## config.mk

```make
export PLATFORM = sky130hd
export DESIGN_NAME = twowire_word_slave
export DESIGN_NICKNAME = d
export VERILOG_FILES = /design/src/rtl/tws_pkg.sv /design/src/rtl/tws_line_sync.sv /design/src/rtl/tws_word_store.sv /design/src/rtl/tws_busy_timer.sv /design/src/rtl/twowire_word_slave.sv
export SDC_FILE = /design/constraint.sdc
export NUM_CORES = 1
export LEC_CHECK = 0
export ABC_AREA = 1
export ABC_CLOCK_PERIOD_IN_PS = 2900
export BUFFER_PORTS_ARGS = -buffer_cell sky130_fd_sc_hd__buf_2
export CAP_MARGIN = 0
export CORE_ASPECT_RATIO = 1.2
export CORE_UTILIZATION = 55
export DETAILED_ROUTE_END_ITERATION = 16
export PLACE_DENSITY_LB_ADDON = 0.3
export REMOVE_ABC_BUFFERS = 1
export SLEW_MARGIN = 10
export SYNTH_ARGS = -nofsm -noshare
export SYNTH_HDL_FRONTEND = slang
export SYNTH_SLANG_ARGS = --single-unit
```

## constraint.sdc

```tcl
create_clock -name clk -period 2.9 [get_ports clk]
set_input_delay 0.145 -clock clk [delete_from_list [all_inputs] [get_ports clk]]
set_output_delay 0.145 -clock clk [all_outputs]
set_load 0.05 [all_outputs]
```

## src/rtl/tws_pkg.sv

```systemverilog
// Shared types for the two-wire word-memory slave.
package tws_pkg;

    // Protocol engine states.
    typedef enum logic [3:0] {
        ST_IDLE,     // standby, waiting for START
        ST_CTRL,     // shifting in the control byte
        ST_ACK,      // ninth clock of a received byte
        ST_WDATA,    // shifting in a write data byte
        ST_TX,       // shifting out a read data byte
        ST_MACK,     // ninth clock of a sent byte, master answers
        ST_IGNORE,   // refused or finished, wait for START/STOP
        ST_SPECIAL   // special command in force, bus lines left to others
    } tws_state_e;

    // Byte-order / direction modes carried in the control byte.
    localparam logic [1:0] MODE_LO_INC = 2'b01;
    localparam logic [1:0] MODE_HI_DEC = 2'b10;

    // True for control bytes of the form 11xxx111.
    function automatic logic is_special_cmd(input logic [7:0] b);
        return (b[7:6] == 2'b11) && (b[2:0] == 3'b111);
    endfunction

endpackage

```

## src/rtl/tws_line_sync.sv

```systemverilog
// Oversamples SCL and SDA through a synchronizer chain and reports clock
// edges and START/STOP events. Assumes the bus changes slower than a few
// system clocks, and that STAGES is at least 2. Idle lines reset high.
module tws_line_sync #(
    parameter int STAGES = 2
) (
    input  logic clk,
    input  logic rst_n,
    input  logic scl_i,
    input  logic sda_i,
    output logic sda_o,
    output logic scl_rise_o,
    output logic scl_fall_o,
    output logic start_o,
    output logic stop_o
);
    logic [STAGES-1:0] scl_sh, sda_sh;
    logic scl_s, sda_s, scl_p, sda_p;

    assign scl_s = scl_sh[STAGES-1];
    assign sda_s = sda_sh[STAGES-1];

    // Synchronizer chains plus one cycle of history for edge detection.
    always_ff @(posedge clk) begin
        if (!rst_n) begin
            scl_sh <= '1;
            sda_sh <= '1;
            scl_p  <= 1'b1;
            sda_p  <= 1'b1;
        end else begin
            scl_sh <= {scl_sh[STAGES-2:0], scl_i};
            sda_sh <= {sda_sh[STAGES-2:0], sda_i};
            scl_p  <= scl_s;
            sda_p  <= sda_s;
        end
    end

    // Event decode from the synchronized levels.
    always_comb begin
        sda_o      = sda_s;
        scl_rise_o = scl_s & ~scl_p;
        scl_fall_o = ~scl_s & scl_p;
        start_o    = scl_s & scl_p & sda_p & ~sda_s;
        stop_o     = scl_s & scl_p & ~sda_p & sda_s;
    end

endmodule

```

## src/rtl/tws_word_store.sv

```systemverilog
// Register-array word memory with one synchronous write port and one
// combinational read port. Cleared to zero by reset.
module tws_word_store #(
    parameter int ROW_W  = 5,
    parameter int WORD_W = 16
) (
    input  logic              clk,
    input  logic              rst_n,
    input  logic              we_i,
    input  logic [ROW_W-1:0]  waddr_i,
    input  logic [WORD_W-1:0] wdata_i,
    input  logic [ROW_W-1:0]  raddr_i,
    output logic [WORD_W-1:0] rdata_o
);
    localparam int ROWS = 1 << ROW_W;

    logic [WORD_W-1:0] mem_q [ROWS];

    // Reset clears every row; a write updates one row.
    always_ff @(posedge clk) begin
        if (!rst_n) begin
            for (int i = 0; i < ROWS; i++) mem_q[i] <= '0;
        end else if (we_i) begin
            mem_q[waddr_i] <= wdata_i;
        end
    end

    // Asynchronous read of the selected row.
    assign rdata_o = mem_q[raddr_i];

    AST_STORE_WRITE: assert property (@(posedge clk) disable iff (!rst_n)
        we_i |=> mem_q[$past(waddr_i)] == $past(wdata_i)) else $error("store write lost");

endmodule

```

## src/rtl/tws_busy_timer.sv

```systemverilog
// Programming-period timer. A start pulse loads the cycle count; busy stays
// high until the count has run down. Assumes CYCLES is at least 1.
module tws_busy_timer #(
    parameter int CYCLES = 500000
) (
    input  logic clk,
    input  logic rst_n,
    input  logic start_i,
    output logic busy_o
);
    localparam int CNT_W = $clog2(CYCLES + 1);

    logic [CNT_W-1:0] cnt_q;

    // Load on start, otherwise count down to zero.
    always_ff @(posedge clk) begin
        if (!rst_n)            cnt_q <= '0;
        else if (start_i)      cnt_q <= CNT_W'(CYCLES);
        else if (cnt_q != '0)  cnt_q <= cnt_q - 1'b1;
    end

    assign busy_o = (cnt_q != '0);

    AST_BUSY_LOAD: assert property (@(posedge clk) disable iff (!rst_n)
        start_i |=> busy_o) else $error("busy not raised");
    AST_BUSY_COUNT: assert property (@(posedge clk) disable iff (!rst_n)
        (busy_o && !start_i) |=> (cnt_q == $past(cnt_q) - 1'b1)) else $error("busy count skipped");

endmodule

```

## src/rtl/twowire_word_slave.sv

```systemverilog
// Two-wire serial slave giving a master access to a 32 x 16-bit memory.
// The first byte after START is a control byte: row, byte-order mode and
// direction. Writes go through a read-modify-write word buffer committed at
// STOP; reads stream words with row step and wrap. Assumes SCL phases last
// several system clocks and that a word is exactly two bytes.
module twowire_word_slave #(
    parameter int ROW_W       = 5,
    parameter int BYTE_W      = 8,
    parameter int SYNC_STAGES = 2,
    parameter int PROG_CYCLES = 500000
) (
    input  logic              clk,
    input  logic              rst_n,
    input  logic              scl_i,
    input  logic              sda_i,
    output logic              sda_oe_o,
    output logic [BYTE_W-1:0] spec_cmd_o,
    output logic              spec_strobe_o,
    output logic              spec_active_o
);
    import tws_pkg::*;

    localparam int WORD_W = 2 * BYTE_W;
    localparam int BIT_W  = $clog2(BYTE_W + 1);
    localparam logic [BIT_W-1:0] LAST_BIT = BIT_W'(BYTE_W - 1);
    localparam logic [BIT_W-1:0] ALL_BITS = BIT_W'(BYTE_W);

    logic sda_s, scl_rise, scl_fall, start_det, stop_det;
    logic busy;
    logic store_we;
    logic [ROW_W-1:0]  rd_addr;
    logic [WORD_W-1:0] rd_data;

    tws_state_e        state_q, nxt_q;
    logic [BIT_W-1:0]  bit_cnt_q;
    logic [BYTE_W-1:0] sr_q, tx_sr_q;
    logic              ack_q, ack_drv_q, oe_q;
    logic [ROW_W-1:0]  row_q;
    logic              hi_first_q, byte_idx_q, pend_q;
    logic [1:0]        wcount_q;
    logic [WORD_W-1:0] buf_q;
    logic [BYTE_W-1:0] spec_cmd_q;
    logic              spec_strobe_q, spec_act_q;

    logic [BYTE_W-1:0] rx_full;
    logic [ROW_W-1:0]  c_row, row_step;
    logic [1:0]        c_mode;
    logic              c_rd, c_mem, c_special;
    logic              sel_hi, wsel_hi;
    logic [BYTE_W-1:0] cur_byte;

    tws_line_sync #(.STAGES(SYNC_STAGES)) sync_i (
        .clk        (clk),
        .rst_n      (rst_n),
        .scl_i      (scl_i),
        .sda_i      (sda_i),
        .sda_o      (sda_s),
        .scl_rise_o (scl_rise),
        .scl_fall_o (scl_fall),
        .start_o    (start_det),
        .stop_o     (stop_det)
    );

    tws_word_store #(.ROW_W(ROW_W), .WORD_W(WORD_W)) store_i (
        .clk     (clk),
        .rst_n   (rst_n),
        .we_i    (store_we),
        .waddr_i (row_q),
        .wdata_i (buf_q),
        .raddr_i (rd_addr),
        .rdata_o (rd_data)
    );

    tws_busy_timer #(.CYCLES(PROG_CYCLES)) timer_i (
        .clk     (clk),
        .rst_n   (rst_n),
        .start_i (store_we),
        .busy_o  (busy)
    );

    // Control-byte field decode from the byte completing on this SCL rise.
    always_comb begin
        rx_full   = {sr_q[BYTE_W-2:0], sda_s};
        c_row     = rx_full[BYTE_W-1 -: ROW_W];
        c_mode    = rx_full[2:1];
        c_rd      = rx_full[0];
        c_special = is_special_cmd(rx_full);
        c_mem     = (c_mode == MODE_LO_INC) || (c_mode == MODE_HI_DEC);
    end

    // Row stepping, read address and buffer byte selection.
    always_comb begin
        row_step = hi_first_q ? (row_q - 1'b1) : (row_q + 1'b1);
        rd_addr  = (state_q == ST_CTRL) ? c_row : row_step;
        sel_hi   = hi_first_q ^ byte_idx_q;
        wsel_hi  = hi_first_q ^ wcount_q[0];
        cur_byte = sel_hi ? buf_q[WORD_W-1 -: BYTE_W] : buf_q[BYTE_W-1:0];
    end

    // Commit the buffer when a STOP closes a write that carried data.
    assign store_we = stop_det && pend_q;

    // Protocol engine: byte shifting, acknowledge, buffer and row handling.
    always_ff @(posedge clk) begin
        if (!rst_n) begin
            state_q       <= ST_IDLE;
            nxt_q         <= ST_IDLE;
            bit_cnt_q     <= '0;
            sr_q          <= '0;
            tx_sr_q       <= '0;
            ack_q         <= 1'b0;
            ack_drv_q     <= 1'b0;
            oe_q          <= 1'b0;
            row_q         <= '0;
            hi_first_q    <= 1'b0;
            byte_idx_q    <= 1'b0;
            pend_q        <= 1'b0;
            wcount_q      <= '0;
            buf_q         <= '0;
            spec_cmd_q    <= '0;
            spec_strobe_q <= 1'b0;
            spec_act_q    <= 1'b0;
        end else begin
            spec_strobe_q <= 1'b0;
            if (start_det) begin
                state_q    <= ST_CTRL;
                bit_cnt_q  <= '0;
                ack_drv_q  <= 1'b0;
                oe_q       <= 1'b0;
                pend_q     <= 1'b0;
                spec_act_q <= 1'b0;
            end else if (stop_det) begin
                state_q    <= ST_IDLE;
                ack_drv_q  <= 1'b0;
                oe_q       <= 1'b0;
                pend_q     <= 1'b0;
                spec_act_q <= 1'b0;
            end else begin
                unique case (state_q)
                    ST_CTRL: begin
                        if (scl_rise) begin
                            sr_q      <= rx_full;
                            bit_cnt_q <= bit_cnt_q + 1'b1;
                            if (bit_cnt_q == LAST_BIT) begin
                                bit_cnt_q <= '0;
                                state_q   <= ST_ACK;
                                if (busy) begin
                                    ack_q <= 1'b0;
                                    nxt_q <= ST_IGNORE;
                                end else if (c_special) begin
                                    ack_q         <= 1'b1;
                                    nxt_q         <= ST_SPECIAL;
                                    spec_cmd_q    <= rx_full;
                                    spec_strobe_q <= 1'b1;
                                    spec_act_q    <= 1'b1;
                                end else if (c_mem) begin
                                    ack_q      <= 1'b1;
                                    row_q      <= c_row;
                                    hi_first_q <= (c_mode == MODE_HI_DEC);
                                    byte_idx_q <= 1'b0;
                                    wcount_q   <= '0;
                                    buf_q      <= rd_data;
                                    nxt_q      <= c_rd ? ST_TX : ST_WDATA;
                                end else begin
                                    ack_q <= 1'b0;
                                    nxt_q <= ST_IGNORE;
                                end
                            end
                        end
                    end
                    ST_ACK: begin
                        if (scl_fall) begin
                            if (!ack_drv_q) begin
                                oe_q      <= ack_q;
                                ack_drv_q <= 1'b1;
                            end else begin
                                ack_drv_q <= 1'b0;
                                state_q   <= nxt_q;
                                bit_cnt_q <= '0;
                                if (nxt_q == ST_TX) begin
                                    tx_sr_q <= cur_byte;
                                    oe_q    <= ~cur_byte[BYTE_W-1];
                                end else begin
                                    oe_q <= 1'b0;
                                end
                            end
                        end
                    end
                    ST_WDATA: begin
                        if (scl_rise) begin
                            sr_q      <= rx_full;
                            bit_cnt_q <= bit_cnt_q + 1'b1;
                            if (bit_cnt_q == LAST_BIT) begin
                                bit_cnt_q <= '0;
                                state_q   <= ST_ACK;
                                if (wcount_q < 2'd2) begin
                                    if (wsel_hi) buf_q[WORD_W-1 -: BYTE_W] <= rx_full;
                                    else         buf_q[BYTE_W-1:0]         <= rx_full;
                                    wcount_q <= wcount_q + 1'b1;
                                    pend_q   <= 1'b1;
                                    ack_q    <= 1'b1;
                                    nxt_q    <= ST_WDATA;
                                end else begin
                                    ack_q <= 1'b0;
                                    nxt_q <= ST_IGNORE;
                                end
                            end
                        end
                    end
                    ST_TX: begin
                        if (scl_rise) begin
                            bit_cnt_q <= bit_cnt_q + 1'b1;
                        end else if (scl_fall) begin
                            if (bit_cnt_q == ALL_BITS) begin
                                oe_q    <= 1'b0;
                                state_q <= ST_MACK;
                            end else begin
                                tx_sr_q <= tx_sr_q << 1;
                                oe_q    <= ~tx_sr_q[BYTE_W-2];
                            end
                        end
                    end
                    ST_MACK: begin
                        if (scl_rise) begin
                            if (sda_s) begin
                                state_q <= ST_IGNORE;
                            end else if (byte_idx_q) begin
                                row_q      <= row_step;
                                buf_q      <= rd_data;
                                byte_idx_q <= 1'b0;
                            end else begin
                                byte_idx_q <= 1'b1;
                            end
                        end else if (scl_fall) begin
                            tx_sr_q   <= cur_byte;
                            oe_q      <= ~cur_byte[BYTE_W-1];
                            bit_cnt_q <= '0;
                            state_q   <= ST_TX;
                        end
                    end
                    default: ;
                endcase
            end
        end
    end

    assign sda_oe_o      = oe_q;
    assign spec_cmd_o    = spec_cmd_q;
    assign spec_strobe_o = spec_strobe_q;
    assign spec_active_o = spec_act_q;

    AST_OE_ONLY_WHEN_TALKING: assert property (@(posedge clk) disable iff (!rst_n)
        sda_oe_o |-> (state_q == ST_ACK || state_q == ST_TX)) else $error("SDA driven out of turn");
    AST_STOP_RELEASES: assert property (@(posedge clk) disable iff (!rst_n)
        stop_det |=> (!sda_oe_o && state_q == ST_IDLE)) else $error("STOP not honoured");
    AST_BUSY_REFUSES: assert property (@(posedge clk) disable iff (!rst_n)
        (state_q == ST_CTRL && scl_rise && bit_cnt_q == LAST_BIT && busy && !start_det && !stop_det)
        |=> !ack_q) else $error("acknowledge while busy");
    AST_ROW_STEP: assert property (@(posedge clk) disable iff (!rst_n)
        (state_q == ST_MACK && scl_rise && !sda_s && byte_idx_q && !start_det && !stop_det)
        |=> row_q == ($past(hi_first_q) ? ROW_W'($past(row_q) - 1'b1) : ROW_W'($past(row_q) + 1'b1)))
        else $error("row step wrong");
    AST_SPECIAL_QUIET: assert property (@(posedge clk) disable iff (!rst_n)
        (spec_active_o && state_q == ST_SPECIAL) |-> (!sda_oe_o && !store_we)) else $error("special mode not quiet");

endmodule

```

After elaboration in Yosys (flattened, before gate mapping)
Memory sizes are Yosys's and may differ from the RTL's.
Cells that the tools add are included.
{"block": "totals", "ff_bits": 90, "latchBits": 0, "ram_bits": 512, "romBits": 0, "input_bits": 4, "output_inout_bits": 11, "elab_cells": 250, "n_memories": 1}
{"memory": "store_i.mem_q", "depth": 32, "width": 16, "read_ports": 1, "rd_ports_with_merged_regs": 0, "write_ports": 32, "line": "tws_word_store.sv:17", "rtl": "logic [WORD_W-1:0] mem_q [ROWS];"}
{"block": "classes", "n_addsub": 5, "mul": 0, "div": 0, "magnitude_cmp": 1, "eq_ne": 48, "shifts": 0, "muxes": 113, "n_bitwise": 23, "reduce_logical": 34}
{"cell": "$mux W16", "n": 12}
{"cell": "$mux W4", "n": 21}
{"cell": "$mux W7", "n": 8}
{"cell": "$mux W5", "n": 11}
{"cell": "$pmux W16 S3", "n": 1}
{"cell": "$ne A2 B2 Y1 const B", "n": 22}
{"cell": "$mux W19", "n": 2}
{"cell": "$mux W1", "n": 33}
{"cell": "$reduce_and A11 Y1", "n": 3}
{"cell": "$pmux W4 S4", "n": 2}
{"cell": "$reduce_and A10 Y1", "n": 3}
{"cell": "$reduce_and A15 Y1", "n": 2}
{"cell": "$mux W8", "n": 3}
{"cell": "$pmux W7 S3", "n": 1}
{"cell": "$ne A4 B4 Y1 const B", "n": 5}
{"cell": "$reduce_bool A19 Y1", "n": 1}
{"cell": "$sub A19 B1 Y19 const B", "n": 1}
{"cell": "$eq A4 B3 Y1 const B", "n": 4}
{"cell": "$mux W2", "n": 8}
{"cell": "$reduce_and A8 Y1", "n": 2}
{"cell": "$reduce_or A16 Y1", "n": 1}
{"cell": "$mux W3", "n": 5}
{"cell": "$not A1 Y1", "n": 14}
{"cell": "$reduce_and A7 Y1", "n": 2}
{"cell": "other kinds (37)", "n": 57}

Depth between registers and ports, before layout
Gate-level depths: netlist of run 1.
An unclocked memory read counts as a cell.
{"block": "logic_depth", "word_depth": 10, "mapped_depth": 13}

By module
Synthesis of run 1 repeated with hierarchy kept, for this count alone.
{"block": "hier_totals", "hier_cells": 3197, "hier_area_um2": 28467.3}
{"mod": "tws_word_store", "n_inst": 1, "cells_each": 2423, "area_per_inst_um2": 23329.9, "seq_area_each_um2": 15374.7}
{"mod": "twowire_word_slave", "n_inst": 1, "cells_each": 596, "area_per_inst_um2": 3819.9, "seq_area_each_um2": 1261.2}
{"mod": "tws_busy_timer", "n_inst": 1, "cells_each": 151, "area_per_inst_um2": 1118.6, "seq_area_each_um2": 380.4}
{"mod": "tws_line_sync", "n_inst": 1, "cells_each": 27, "area_per_inst_um2": 198.9, "seq_area_each_um2": 120.1}

Worst setup path before layout of run 1
OpenSTA, ideal clock, no wires.
{"block": "synth_path", "path_type": "register -> register", "from": "register sync_i.scl_p", "to": "memory store_i.mem_q[16][0] (enable)", "t_arrival_ns": 2.057, "required_time_ns": 2.528, "slack_ns": 0.472, "path_stages_with_launch": 11, "cell_sequence": "dfxtp_1 ha_1 nand2_2 nor2_4 inv_2 nor2_4 inv_2 nor3_4 nand2_2 buf_2 nand2_1"}
{"element": "from (decl)", "line": "tws_line_sync.sv:18", "rtl": "logic scl_s, sda_s, scl_p, sda_p;"}
{"element": "from (signal assigned)", "line": "tws_line_sync.sv:33", "rtl": "scl_p <= scl_s;"}
{"element": "to (decl)", "line": "tws_word_store.sv:17"}

Worst setup path in the final report of run 1
{"block": "layout_path", "from": "register row_q[0]", "to": "register buf_q[6]"}
{"block": "layout_via", "elab_chain_cells": 10, "elab_cells_between_ends": 14, "classes_between": "add/sub (2); mux (11); memory (1)"}
{"element": "from (decl)", "line": "twowire_word_slave.sv:38", "rtl": "logic [ROW_W-1:0] row_q;"}
{"element": "from (signal assigned)", "line": "twowire_word_slave.sv:158", "rtl": "row_q <= c_row;"}
{"element": "from (signal assigned)", "line": "twowire_word_slave.sv:228", "rtl": "row_q <= row_step;"}
{"element": "$add A5 B1 Y5 / $sub A5 B1 Y5 (equally long branches)", "line": "twowire_word_slave.sv:93", "rtl": "row_step = hi_first_q ? (row_q - 1'b1) : (row_q + 1'b1);"}
{"element": "$mux W5 *", "line": "twowire_word_slave.sv:93"}
{"element": "$mux W5 *", "line": "twowire_word_slave.sv:94", "rtl": "rd_addr = (state_q == ST_CTRL) ? c_row : row_step;"}
{"element": "$mem_v2 Z32 W16 *"}
{"element": "$mux W16", "line": "twowire_word_slave.sv:156", "rtl": "end else if (c_mem) begin"}
{"element": "$mux W16", "line": "twowire_word_slave.sv:150", "rtl": "end else if (c_special) begin"}
{"element": "$mux W16", "line": "twowire_word_slave.sv:147", "rtl": "if (busy) begin"}
{"element": "$mux W16", "line": "twowire_word_slave.sv:144", "rtl": "if (bit_cnt_q == LAST_BIT) begin"}
{"element": "$mux W16", "line": "twowire_word_slave.sv:141", "rtl": "if (scl_rise) begin"}
{"element": "$pmux W16 S3 *", "line": "twowire_word_slave.sv:139", "rtl": "unique case (state_q)"}
{"element": "to (signal assigned)", "line": "twowire_word_slave.sv:162", "rtl": "buf_q <= rd_data;"}
{"element": "to (signal, indexed assignment)", "line": "twowire_word_slave.sv:197", "rtl": "if (wsel_hi) buf_q[WORD_W-1 -: BYTE_W] <= rx_full;"}
{"element": "to (signal, indexed assignment)", "line": "twowire_word_slave.sv:198", "rtl": "else buf_q[BYTE_W-1:0] <= rx_full;"}
{"element": "to (decl)", "line": "twowire_word_slave.sv:41", "rtl": "logic [WORD_W-1:0] buf_q;"}
Every way passes the cells marked *; elsewhere a longest branch is shown, timed or not. The select of a mux whose other input is x is not followed.
A chain may end at the register's enable or synchronous reset.

==> flow_summary.toml, run 1 <==
[layout]
layout_commonest_cell = "nor2_1"
design_area_mm2 = 0.03282
fillers = 4418
area_delta_synth_final_pct = 11.80
nets = 3399
mostFrequentLayoutCells = "604 x nor2_1, 593 x nand2_1, 516 x nand3_1"
drive_gt1_share_pct = 8.998
n_antenna_cell = 0
postLayoutCoreUtil_pct = 62.39

[yosys]
synth_top_area_share_pct = 52.37
synth_area_leaders = "edfxtp_1 52%, nand3_1 8.8%, nor2_1 7.7%, nand2_1 7.6%, inv_1 6.4%"
ys_types = 39
ys_seq_area_share_pct = 58.38
yosysWarnings = 0
ys_seq_elements = 600
syn_avg_cell_area_um2 = 8.662
synth_top_area_cell = "edfxtp_1"
synth.cell_area_mm2 = 0.02936
synth_flop_cell = "edfxtp_1"
synthCells = 3389
async_reset_ff_share_pct = 0
synth_edf_count = 512

[floorplanning]
fp.dieH_um = 255.1
io_pins = 15
die_w_um = 212.9
core_area_mm2 = 0.05261
start_util_pct = 55.80
die_area_mm2 = 0.05431
rows = 92

[drt]
viasPerCell = 5.731
post_drt_wl_per_cell_um = 21.46
drtPass1Iterations = 8
drc = 0
drt_wl_total_mm = 88.84
drtAntennaViolNets = 0
drt_iter0_drc = 2803
vias = 23721

[pwr]
p_per_area_mw_per_mm2 = 961.2
peakVddDrop_v = 0.0009137
power_frac_clock_pct = 25.3
seq_power_share_pct = 32.0
p_comb_share_pct = 42.7
swShare_pct = 42.18
intPower_mw = 18.24
p_sw_mw = 13.31
leakagePower_nw = 13.43

[worst_setup_path]
slowest_stage = "fa_1"
crit_top_cell = "nand3_1"
slowest_delay_ns = 0.64
cp-end-kind = "register"
crit_chain = "fa_1 > nand2_1 > o21ai_4 > buf_12 > buf_12 > nand3_1 > nand3_1 > nand3_1 > nand3_1 > nand3_1 > a21oi_1"
start_kind = "register"
arrival_ns = 3.33
path_max_fanout = 33
required_ns = 3.46
path_class = "register to register"

[sta]
fmax_mhz = 361.7
rsz0062_at_grt = "false"
finalMaxSlewViolations = 0
setup_viol = 0
fin_skew_ns = 0.02876
worst_slew_pin_slew_ns = 0.8270
slew_headroom_pct = 44.80
layout_min_cycle_time_ns = 2.765
hold_violations = 0
period_share_pct = 95.34

[global_routing]
grt_max_degree = 95
grt_pass1_wl_mm = 134.4
antenna_found_initial = 0
overflow = 0
grt_pass1_vias = 22669
track_usage_pct = 33.22

[clock_tree]
clock_latency_ns = 0.64
numCtsBuffers = 58
clk_pin_slew_ns = 0.07
clock-sinks = 600
clockBufferDepth = 3
root_buffer = "clkbuf_16"
cts_tree = "built"
htreeDepth = 2

[hold_path]
min_path_type = "input pin to register"

[place]
dpl_cell_area_mm2 = 0.03079
hpwl_mm = 57.26
gp_congestion = 0.9852
io_buffers = 14

[flow_run]
drv_cap = 0

[outcome]
status = "finished clean"
Yosys cell counts (all sizes together), types with 9 or more instances:
cell    count
nand4      11
nand2     627
o21ai      66
nor2      613
ha         10
nor3       24
dfxtp      88
a21oi      63
nand3     517
clkbuf    107
nand3b     65
buf       110
edfxtp    512
a31oi       9
inv       511
critical path: cells and delay by family, from the launching register on:
kind | cells | cell delay, ns
buffers and inverters | 2 | 0.48
DFF | 1 | 0.33
and+or+nand+nor | 6 | 0.95
AOI/OAI and AO/OA | 2 | 0.27
adders and majority gates | 1 | 0.64
per-layer routing:
layer | GRT usage (%) | wire (µm)
met3 | 5.387 | 8217
met2 | 54.38 | 42170
met5 | 0 | 0
met1 | 42.05 | 33010
met4 | 18.68 | 5443
repair_timing:
item | in CTS | in global routing
gates resized for setup | 0 | 3
setup buffers | 0 | 0
endpoints found under the setup margin | 0 | 8
hold endpoints to repair | 4 | 0
hold buffers | 3 | 0
registers in the layout, summed over array words and instances, names as in the netlist, 2 cells and up:
signal	flops
bit_cnt_q	4
buf_q	16
tx_sr_q	7
sr_q	7
store_i.mem_q	512
wcount_q	2
spec_cmd_o	8
row_q	5
sync_i.sda_sh	2
sync_i.scl_sh	2
nxt_q	3
timer_i.cnt_q	19
state_q	3
path summary, 6_finish.rpt:
kind	to	cells after the start	startpoint	slack, ns
setup / recovery	buf_q[6]	11	row_q[0]	0.14
hold / removal	sync_i.scl_sh[0]	3	scl_i	0.24
setup reg to reg	buf_q[6]	11	row_q[0]	0.14
hold reg to reg	sync_i.scl_sh[1]	1	sync_i.scl_sh[0]	0.42
through the flow:
stage	setup TNS [ns]	cells	hold slack [ns]	total power, mW	setup slack [ns]
final	0	4139	0.2384	31.55	0.1351
after global routing	0	4139	0.2295	32.77	0.001153
after CTS	0	4140	0.2108	31.30	0.004291
after detailed placement	0	4027	0.3342	23.39	0.01650
after global placement	0	4027	0.3357	23.30	0.07399
after floorplan	-87.51	3172	0.2139	17.00	-5.482
power groups by stage:
stage | Clock (mW) | Combinational (mW) | Sequential (mW)
detailed placement | 0 | 13.1 | 10.2
CTS | 8.01 | 13.2 | 10.1
finish | 7.99 | 13.5 | 10.1
floorplan | 0 | 6.84 | 10.2
global route | 8.31 | 14.3 | 10.1
global placement | 0 | 13.1 | 10.2
cell type report:
| class | count | area (µm²) | area share, % |
|---|---|---|---|
| inverter | 511 | 1918 | 5.844 |
| sequential | 600 | 17140 | 52.22 |
| timing repair buffer | 152 | 1451 | 4.422 |
| clock inverter | 22 | 240.2 | 0.7320 |
| tap | 705 | 882.1 | 2.688 |
| multi-input combinational | 2061 | 9430 | 28.73 |
| clock buffer | 88 | 1759 | 5.360 |
cell families (layout without fill, tap and decap cells):
family,count (synthesis),count (layout),synth area share (%)
AO/OA/AOI/OAI,168,168,3.180
XOR/XNOR,11,11,0.3282
adder cells (fa/ha/maj),11,11,0.4944
buffers and inverters,728,773,9.735
flip-flops,600,600,58.38
AND/OR/NAND/NOR,1871,1871,27.89
(Power assumes the default switching activity.)
==> run 2: changes to the inputs <==
--- a/config.mk
+++ b/config.mk
@@ -10,7 +10,7 @@
 export BUFFER_PORTS_ARGS = -buffer_cell sky130_fd_sc_hd__buf_2
 export CAP_MARGIN = 0
 export CORE_ASPECT_RATIO = 1.2
-export CORE_UTILIZATION = 55
+export CORE_UTILIZATION = 50
 export DETAILED_ROUTE_END_ITERATION = 16
 export PLACE_DENSITY_LB_ADDON = 0.3
 export REMOVE_ABC_BUFFERS = 1
==> run 2 against run 1 <==
Net effect: non-clock buffer count grew 30; routed wire length down 6.0%; via count is 1.7% lower; maximum frequency rose by 0.38%; critical path type unchanged.
==> flow_summary.toml, run 2 (synthesized netlist as in run 1, its figures left out) <==
[place]
io_buffers = 14
hpwl_mm = 54.17
dpl_cell_area_mm2 = 0.03108
gp_congestion = 0.9324

[layout]
drive_gt1_share_pct = 9.587
n_antenna_cell = 0
area_delta_synth_final_pct = 12.41
postLayoutCoreUtil_pct = 57.24
mostFrequentLayoutCells = "604 x nor2_1, 593 x nand2_1, 517 x nand3_1"
largest_reg_flops = 512
top_register = "store_i.mem_q"
nets = 3429
design_area_mm2 = 0.03300
layout_commonest_cell = "nor2_1"
reg_top3 = "store_i.mem_q (512), timer_i.cnt_q (19), buf_q (16)"

[floorplanning]
fp.dieH_um = 267.4
io_pins = 15
die_w_um = 223.2
core_area_mm2 = 0.05766
rows = 96
start_util_pct = 50.92
die_area_mm2 = 0.05969

[drt]
drtAntennaViolNets = 0
drtPass1Iterations = 8
vias = 23316
post_drt_wl_per_cell_um = 19.89
drt_iter0_drc = 2597
drc = 0
viasPerCell = 5.554
drt_wl_total_mm = 83.50

[pwr]
leakagePower_nw = 13.52
p_per_area_mw_per_mm2 = 950.7
peakVddDrop_v = 0.0006101

[worst_setup_path]
cp-startpoint = "state_q[0]"
crit_top_cell = "nand3_1"
rrSetupSlack_ns = 0.15
arrival_ns = 3.28
path_max_fanout = 21
r2r_start = "state_q[0]"
slowest_delay_ns = 0.64
r2r-end = "buf_q[11]"
slowest_stage = "o21ai_4"
path_class = "register to register"
required_ns = 3.42
cp-end-kind = "register"
rr_worst_depth = 11
crit_chain = "nand3_1 > o21ai_4 > buf_12 > buf_12 > nand2_1 > nand3_1 > nand3_1 > nand3_1 > nand3_1 > nand3_1 > a21oi_1"
endpoint = "buf_q[11]"
start_kind = "register"

[global_routing]
track_usage_pct = 28.17
grt_pass1_wl_mm = 127.8
overflow = 0
antenna_found_initial = 0
grt_max_degree = 82
grt_pass1_vias = 22018

[clock_tree]
clk_pin_slew_ns = 0.06
cts_setup_buffers = 0
clock_latency_ns = 0.63
cts_tree = "built"
htreeDepth = 2
clock-sinks = 600
numCtsBuffers = 58
clockBufferDepth = 3
root_buffer = "clkbuf_16"

[sta]
finalMaxSlewViolations = 0
hold_violations = 0
worst_slew_pin_slew_ns = 0.9955
layout_min_cycle_time_ns = 2.754
fin_skew_ns = 0.01202
fmax_mhz = 363.0
slew_headroom_pct = 33.22
rsz0062_at_grt = "false"
setup_viol = 0
period_share_pct = 94.98

[hold_path]
min_path_cells = 3
min_path_type = "input pin to register"

[flow_run]
drv_cap = 0

[outcome]
status = "finished clean"
## run 2: worst max-delay path: cells and delay by family (launching register included)
family	cells	cell delay, ns
buffers and inverters	2	0.43
and+or+nand+nor	7	1.02
DFF	1	0.47
AOI/OAI and AO/OA	2	0.71
## run 2: cell type report
type | count | area (µm²)
fillers | 5073 | 24660
flip-flops and latches | 600 | 17140
multi-input cells | 2061 | 9420
inverters | 511 | 1918
repair buffers | 182 | 1752
clock buffers | 80 | 1618
well taps | 735 | 919.6
clock inverters | 29 | 235.2
## run 2: metrics by stage
stage | setup TNS [ns] | worst slack [ns] | total power, mW | hold slack, ns | cells
5_1_grt | 0 | 0.04744 | 32.79 | 0.2451 | 4198
2_1_floorplan | -87.51 | -5.482 | 17.00 | 0.2139 | 3172
3_5_place_dp | 0 | 0.1791 | 23.72 | 0.3370 | 4085
4_1_cts | 0 | 0.1566 | 31.16 | 0.2253 | 4197
3_3_place_gp | 0 | 0.2006 | 23.63 | 0.3309 | 4085
6_report | 0 | 0.1455 | 31.37 | 0.2466 | 4198
## run 2: worst min-delay path by stage
stage / startpoint / end / slack (ns)
after global routing: scl_i / sync_i.scl_sh[0] / 0.25
after global placement: sda_i / sync_i.sda_sh[0] / 0.33
final: sda_i / sync_i.sda_sh[0] / 0.25
after floorplan: rst_n / sync_i.scl_p / 0.21
after CTS: scl_i / sync_i.scl_sh[0] / 0.23
after detailed placement: sda_i / sync_i.sda_sh[0] / 0.34
## run 2: power breakdown
group / internal, mW / switching (mW) / leakage, nW
Sequential: 9.78 / 0.263 / 6.00
Clock: 4.24 / 3.25 / 0.922
Combinational: 4.16 / 9.68 / 6.59
## run 2: what timing repair did
item	in CTS	in global routing
setup endpoints to repair	0	1
hold buffers	3	0
hold endpoints to repair	3	0
resized for setup	0	1
## run 2: layer usage
| metal | global-route usage [%] | vias up | routed length, µm |
|---|---|---|---|
| met5 | 0 | - | 0 |
| met4 | 11.26 | 0 | 3268 |
| met3 | 3.719 | 204 | 7501 |
| met2 | 46.99 | 1084 | 40090 |
| met1 | 37.29 | 11074 | 32640 |
| li1 | - | 10954 | - |
